==> src/rtl/subdec_pkg.sv <==
package subdec_pkg;

  typedef enum logic [2:0] {
    TGT_NONE   = 3'd0,
    TGT_PAGE   = 3'd1,
    TGT_PORT92 = 3'd2,
    TGT_PIC    = 3'd3,
    TGT_INTA   = 3'd4
  } tgt_e;

  localparam logic [3:0] CMD_INTA = 4'h0;
  localparam logic [3:0] CMD_IORD = 4'h2;
  localparam logic [3:0] CMD_IOWR = 4'h3;
  localparam logic [3:0] CMD_MRD  = 4'h6;
  localparam logic [3:0] CMD_MWR  = 4'h7;

  localparam int BIT_ALIAS_OFF = 6;
  localparam int BIT_INTA_EN   = 5;
  localparam int BIT_SP_HI     = 4;
  localparam int BIT_SP_LO     = 3;
  localparam int BIT_WBUF      = 2;
  localparam int BIT_ISA_LB    = 1;
  localparam int BIT_DMA_LB    = 0;

  localparam logic [1:0] SP_SLOW = 2'b00;
  localparam logic [1:0] SP_TYP  = 2'b01;
  localparam logic [1:0] SP_FAST = 2'b10;

endpackage

==> src/rtl/subdec_cfg_reg.sv <==
module subdec_cfg_reg #(
  parameter int         REG_W   = 8,
  parameter int         OFS_W   = 8,
  parameter logic [7:0] CFG_OFS = 8'h40,
  parameter logic [7:0] RST_VAL = 8'h20
) (
  input  logic             clk,
  input  logic             rst,
  input  logic             wr_en,
  input  logic             rd_en,
  input  logic [OFS_W-1:0] addr,
  input  logic [REG_W-1:0] wdata,
  output logic [REG_W-1:0] rdata,
  output logic [REG_W-1:0] ctl
);

  localparam logic [REG_W-1:0] KEEP_MASK = {1'b0, {(REG_W-1){1'b1}}};

  logic hit;
  assign hit = (addr == OFS_W'(CFG_OFS));

  always_ff @(posedge clk) begin
    if (rst) begin
      ctl   <= REG_W'(RST_VAL) & KEEP_MASK;
      rdata <= '0;
    end else begin
      rdata <= (rd_en && hit) ? ctl : '0;
      if (wr_en && hit)
        ctl <= wdata & KEEP_MASK;
    end
  end

  // reserved top bit never set, in storage or in read data
  a_r2_msb_zero: assert property (@(posedge clk) disable iff (rst)
    !ctl[REG_W-1] && !rdata[REG_W-1]);

  // writes at a foreign offset leave the register alone
  a_r2_foreign_write: assert property (@(posedge clk) disable iff (rst)
    (wr_en && !hit) |=> $stable(ctl));

endmodule

==> src/rtl/subdec_addr_decode.sv <==
module subdec_addr_decode
  import subdec_pkg::*;
#(
  parameter int ADDR_W = 32
) (
  input  logic [3:0]        cmd,
  input  logic [ADDR_W-1:0] addr,
  input  logic              alias_off,
  input  logic              inta_en,
  output tgt_e              tgt,
  output logic              fwd_ok
);

  logic hi_zero, is_io, is_mem;
  logic [7:0] lo;

  assign lo      = addr[7:0];
  assign hi_zero = (addr[ADDR_W-1:8] == '0);
  assign is_io   = (cmd == CMD_IORD) || (cmd == CMD_IOWR);
  assign is_mem  = (cmd == CMD_MRD)  || (cmd == CMD_MWR);

  always_comb begin
    tgt = TGT_NONE;
    if (is_io && hi_zero) begin
      if (lo == 8'h92)
        tgt = TGT_PORT92;
      else if (lo[7:4] == 4'h8)
        tgt = TGT_PAGE;
      else if (lo[7:4] == 4'h9 && !alias_off)
        tgt = TGT_PAGE;
      else if (lo[7:1] == 7'h10 || lo[7:1] == 7'h50)
        tgt = TGT_PIC;
    end else if (cmd == CMD_INTA && inta_en) begin
      tgt = TGT_INTA;
    end
  end

  assign fwd_ok = (is_io || is_mem) && (tgt == TGT_NONE);

endmodule

==> src/rtl/subdec_sample_timer.sv <==
module subdec_sample_timer
  import subdec_pkg::*;
#(
  parameter int FAST_CLK = 1,
  parameter int TYP_CLK  = 2,
  parameter int SLOW_CLK = 3
) (
  input  logic       clk,
  input  logic       rst,
  input  logic       start,
  input  logic       eligible,
  input  logic [1:0] sp_sel,
  input  logic       devsel_n,
  output logic       fwd
);

  localparam int CNT_W = $clog2(SLOW_CLK + 1);

  logic             active;
  logic [CNT_W-1:0] cnt, lim, sel_lim;

  always_comb begin
    case (sp_sel)
      SP_FAST: sel_lim = CNT_W'(FAST_CLK);
      SP_TYP:  sel_lim = CNT_W'(TYP_CLK);
      default: sel_lim = CNT_W'(SLOW_CLK);
    endcase
  end

  always_ff @(posedge clk) begin
    if (rst) begin
      active <= 1'b0;
      cnt    <= '0;
      lim    <= '0;
      fwd    <= 1'b0;
    end else begin
      fwd <= 1'b0;
      if (start) begin
        active <= eligible;
        cnt    <= '0;
        lim    <= sel_lim;
      end else if (active) begin
        if (!devsel_n) begin
          active <= 1'b0;
        end else if ((cnt + CNT_W'(1)) == lim) begin
          fwd    <= 1'b1;
          active <= 1'b0;
        end else begin
          cnt <= cnt + CNT_W'(1);
        end
      end
    end
  end

  // the elapsed count stays below the captured sample point
  a_r7_cnt_bound: assert property (@(posedge clk) disable iff (rst)
    active |-> (cnt < lim));

  // a claim by another agent while waiting kills the forward
  a_r9_drop_on_devsel: assert property (@(posedge clk) disable iff (rst)
    (active && !devsel_n && !start) |=> !fwd);

endmodule

==> src/rtl/pci_subdec_ctrl.sv <==
module pci_subdec_ctrl
  import subdec_pkg::*;
#(
  parameter int         ADDR_W   = 32,
  parameter logic [7:0] CFG_OFS  = 8'h40,
  parameter logic [7:0] CFG_RST  = 8'h20,
  parameter int         FAST_CLK = 1,
  parameter int         TYP_CLK  = 2,
  parameter int         SLOW_CLK = 3
) (
  input  logic              clk,
  input  logic              rst,
  input  logic              cfg_wr,
  input  logic              cfg_rd,
  input  logic [7:0]        cfg_addr,
  input  logic [7:0]        cfg_wdata,
  output logic [7:0]        cfg_rdata,
  input  logic              cyc_start,
  input  logic [3:0]        cyc_cmd,
  input  logic [ADDR_W-1:0] cyc_addr,
  input  logic              devsel_n,
  output logic              claim_pos,
  output logic [2:0]        claim_tgt,
  output logic              sub_fwd,
  output logic              inta_resp_en,
  output logic              wbuf_en,
  output logic              isa_lb_8b,
  output logic              dma_lb_8b
);

  localparam int REG_W = 8;

  logic [REG_W-1:0] ctl;
  tgt_e             dec_tgt;
  logic             dec_fwd_ok;

  subdec_cfg_reg #(
    .REG_W   (REG_W),
    .OFS_W   (8),
    .CFG_OFS (CFG_OFS),
    .RST_VAL (CFG_RST)
  ) u_reg (
    .clk   (clk),
    .rst   (rst),
    .wr_en (cfg_wr),
    .rd_en (cfg_rd),
    .addr  (cfg_addr),
    .wdata (cfg_wdata),
    .rdata (cfg_rdata),
    .ctl   (ctl)
  );

  subdec_addr_decode #(
    .ADDR_W (ADDR_W)
  ) u_dec (
    .cmd       (cyc_cmd),
    .addr      (cyc_addr),
    .alias_off (ctl[BIT_ALIAS_OFF]),
    .inta_en   (ctl[BIT_INTA_EN]),
    .tgt       (dec_tgt),
    .fwd_ok    (dec_fwd_ok)
  );

  subdec_sample_timer #(
    .FAST_CLK (FAST_CLK),
    .TYP_CLK  (TYP_CLK),
    .SLOW_CLK (SLOW_CLK)
  ) u_tmr (
    .clk      (clk),
    .rst      (rst),
    .start    (cyc_start),
    .eligible (dec_fwd_ok),
    .sp_sel   (ctl[BIT_SP_HI:BIT_SP_LO]),
    .devsel_n (devsel_n),
    .fwd      (sub_fwd)
  );

  always_ff @(posedge clk) begin
    if (rst) begin
      claim_pos <= 1'b0;
      claim_tgt <= TGT_NONE;
    end else begin
      claim_pos <= cyc_start && (dec_tgt != TGT_NONE);
      claim_tgt <= cyc_start ? dec_tgt : TGT_NONE;
    end
  end

  assign inta_resp_en = ctl[BIT_INTA_EN];
  assign wbuf_en      = ctl[BIT_WBUF];
  assign isa_lb_8b    = ctl[BIT_ISA_LB];
  assign dma_lb_8b    = ctl[BIT_DMA_LB];

  // a claim only follows an address phase
  a_r10_claim_after_start: assert property (@(posedge clk) disable iff (rst)
    claim_pos |-> $past(cyc_start));

  // forwarding and positive claim never coincide
  a_r9_no_fwd_with_claim: assert property (@(posedge clk) disable iff (rst)
    sub_fwd |-> !claim_pos);

  // forwarding needs DEVSEL# idle at the sample edge
  a_r9_fwd_idle_devsel: assert property (@(posedge clk) disable iff (rst)
    sub_fwd |-> $past(devsel_n));

  // forward is a single-clock pulse
  a_r8_fwd_pulse: assert property (@(posedge clk) disable iff (rst)
    sub_fwd |=> !sub_fwd);

  // acknowledge claimed only with the enable set
  a_r6_inta_gate: assert property (@(posedge clk) disable iff (rst)
    (claim_tgt == TGT_INTA) |-> $past(inta_resp_en));

  // port 92h code always comes with a claim
  a_r5_port92_claimed: assert property (@(posedge clk) disable iff (rst)
    (claim_tgt == TGT_PORT92) |-> claim_pos);

endmodule

==> config.mk <==
export PLATFORM = sky130hd
export DESIGN_NAME = pci_subdec_ctrl
export DESIGN_NICKNAME = d
export VERILOG_FILES = /design/src/rtl/subdec_pkg.sv /design/src/rtl/subdec_cfg_reg.sv /design/src/rtl/subdec_addr_decode.sv /design/src/rtl/subdec_sample_timer.sv /design/src/rtl/pci_subdec_ctrl.sv
export SDC_FILE = /design/constraint.sdc
export NUM_CORES = 1
export LEC_CHECK = 0
export ABC_AREA = 1
export BUFFER_PORTS_ARGS = -buffer_cell sky130_fd_sc_hd__buf_4
export CAP_MARGIN = 20
export CORE_MARGIN = 10
export CORE_UTILIZATION = 45
export DETAILED_ROUTE_END_ITERATION = 12
export PLACE_DENSITY = 0.84
export SLEW_MARGIN = 20
export SYNTH_ARGS = -nofsm -noshare
export SYNTH_HDL_FRONTEND = slang
export SYNTH_SLANG_ARGS = --single-unit
export TNS_END_PERCENT = 1
==> constraint.sdc <==
create_clock -name clk -period 2.6 [get_ports clk]
set_clock_uncertainty 0.1 [all_clocks]
set_input_delay 0.39 -clock clk [delete_from_list [all_inputs] [get_ports clk]]
set_output_delay 0.39 -clock clk [all_outputs]
set_load 0.05 [all_outputs]
==> impl_metrics.csv <==
group,metric,value,unit
route,routed-via-count,1325,
cells_and_area,num-nets-final,319,
die,chipHeight,71.2,um
power_and_ir_drop,ir_worst_vdd,520,uV
critical_path,cp-end-kind,"output port",
route,ant_nets,0,
route,wl_per_cell,11.7,um
global_routing,grt_start_max_net_pins,15,
synth,synth_cell_type_count,19,
die,start_util,0.472,
synth,synth_top_area_share,0.407,
die,core-area,2500,um^2
place,place_worst_setup_slack,1160,ps
cells_and_area,multi_input_area,515,um^2
timing,final_max_slew_viol_count,0,
synth,syn-num-nets,244,
global_routing,grt_usage,0.137,
die,die-area,5070,um^2
synth,ys_seq_area_frac,0.407,
synth,synth_warnings,0,
global_routing,grt_pass1_wl,5.84,mm
synth,yosys.area.top_type,"dfxtp_1",
synth,synthArstFlopShare,0,
hold_path,hold_path_class,"in2reg",
critical_path,cp-start-kind,"flop",
cells_and_area,drive_gt1_frac,0.308,
die,std_cell_rows,18,
clock_network,cts_setup_buffers,0,
place,dpl.hpwl,2.84,mm
die,ios,75,
critical_path,r2r_cells,8,
critical_path,r2r_start,"u_tmr.cnt[0]",
clock_network,cts_inserted_buffers,3,
global_routing,antenna_found_initial,0,
run,drv_cap,0,
synth,synth_area_leaders,"dfxtp_1 (41%), inv_1 (14%), nor2_1 (13%)",
clock_network,clock_latency,310,ps
global_routing,grt_pass1_vias,1369,
critical_path,cp.required,2110,ps
place,portBuffers,72,
place,routabilityCongestion,0.767,
critical_path,crit_family,"flip-flops",
power_and_ir_drop,powerDensity,421,nW/um^2
critical_path,cp_slowest_stage_delay,420,ps
synth,synth_flop_cell,"dfxtp_1",
power_and_ir_drop,p_leak,0.978,nW
route,drt_iter0_drc,76,
hold_path,min_path_cells,3,
critical_path,crit_type,"reg2out",
clock_network,cts_buffer_depth,2,
place,dp_cells,286,
timing,fin_crit_sh,0.556,
clock_network,clkSinkCount,24,
critical_path,rrSetupSlack,1290,ps
clock_network,clockRootBuffer,"clkbuf_4",
cells_and_area,n_antenna_cell,0,
synth,syn_inst,186,
critical_path,path_depth,1,
critical_path,crit_end,"inta_resp_en",
timing,timing.final.ws_setup,1150,ps
synth,ys_ff_latch,24,
timing,rsz0062_at_grt,"false",
synth,netlist_area,1180,um^2
clock_network,clk_pin_slew,120,ps
global_routing,gr-usage-met3,0.0642,
synth,synthTopCellsByCount,"inv_1 (43), nor2_1 (40), nand2_1 (35)",
clock_network,cts.hold.buffers_added,0,
synth,synth_edf_count,0,
critical_path,worst_r2r_endpoint,"u_tmr.cnt[0]",
critical_path,path_cells,"buf_4",
cells_and_area,stdcell_count,290,
cells_and_area,n_fill_cell,229,
timing,setup_viol,0,
route,wirelength,3.40,mm
global_routing,grtUsageMet1,0.130,
critical_path,worstPathBufferInverterCount,1,
route,post_drt_via_cell_ratio,4.57,
timing,setup_tns,0,ps
timing,max_freq,691,MHz
route,route.detailed.drc,0,
global_routing,grt_use_met2,0.262,
critical_path,cp_data_arrival_time,960,ps
critical_path,critPathMaxFanout,4,
clock_network,cts_tree,"built",
synth,synth_most_common_cell,"inv_1",
clock_network,cts_htree_levels,1,
power_and_ir_drop,total_power,754,uW
global_routing,grt.busiest_layer,"met2",
clock_network,postCtsResizedCells,0,
critical_path,crit_start,"u_reg.ctl[5]",
outcome,status,"finished clean",
critical_path,critPathSlowestCell,"dfxtp_1",
die,die_x,71.2,um
cells_and_area,area_growth,51.9,%
synth,avgSynthCellArea,6.34,um^2
timing,layout_min_cycle_time,1450,ps
global_routing,globalRouteOverflowTotal,0,
timing,finalHoldViolations,0,
route,dr.pass1.iters,4,
cells_and_area,regArea,480,um^2
==> area by class of cell <==
class / count / share of cell area
timing repair buffer: 72 / 0.302
clock inverter: 1 / 0.0168
clock buffer: 3 / 0.0126
inverter: 44 / 0.0922
multi-input combinational: 116 / 0.288
sequential: 24 / 0.268
tap: 30 / 0.0209
==> metrics by stage <==
| stage | area (um^2) | util | hold slack, ps |
|---|---|---|---|
| floorplan | 1180 | - | 331 |
| global placement | 1740 | 0.696 | 340 |
| detailed placement | 1740 | 0.696 | 343 |
| CTS | 1790 | 0.717 | 228 |
| global route | 1790 | 0.717 | 230 |
| finish | 1790 | 0.717 | 236 |
==> state kept, by name, summed over array words and instances (netlist names) <==
name          cells
u_tmr.active      1
u_reg.ctl         7
u_tmr.cnt         2
u_tmr.fwd         1
claim_pos         1
claim_tgt         3
u_tmr.lim         2
u_reg.rdata       7
==> per-layer routing <==
metal / up-vias / part of all wire
met5: - / 0
met4: 0 / 0.0035
met3: 2 / 0.094
met2: 50 / 0.55
met1: 569 / 0.35
li1: 704 / -
==> worst min path at each step <==
stage                           endpoint  slack, ps         start
after global placement    u_reg.rdata[2]        340  u_reg.ctl[2]
after global routing        u_reg.ctl[5]        230  cfg_wdata[5]
final                       u_reg.ctl[5]        240  cfg_wdata[5]
after detailed placement  u_reg.rdata[2]        340  u_reg.ctl[2]
after CTS                   u_reg.ctl[5]        230  cfg_wdata[5]
after floorplan           u_reg.rdata[6]        330  u_reg.ctl[6]
==> report_power, final <==
group          switching, mW  total, mW  leakage, nW  internal, mW
registers            0.00258      0.374        0.194         0.372
clock network          0.108      0.264       0.0279         0.156
logic                 0.0475      0.116        0.756        0.0687
==> kinds of logic (layout without fill, tap and decap cells) <==
family	after synthesis	in the layout	share of synthesized area
xor gates and xnor gates	3	3	0.0223
other	1	1	0.00318
buffers and inverters	46	120	0.156
DFF	24	24	0.407
and+or+nand+nor	96	96	0.344
AOI/OAI and AO/OA	16	16	0.0679
==> cell usage in the layout, fill, tap and decap left out, drive strengths merged <==
cell type,Yosys,layout
nand3,10,10
bufinv,0,1
inv,44,44
conb,1,1
nor2,41,41
nand4,7,7
dfxtp,24,24
xor2,2,2
nand3b,1,1
buf,2,72
o21ai,10,10
xnor2,1,1
nor3,1,1
clkbuf,0,3
a21oi,6,6
nand2,36,36
Power figures use the tool's default switching activity.
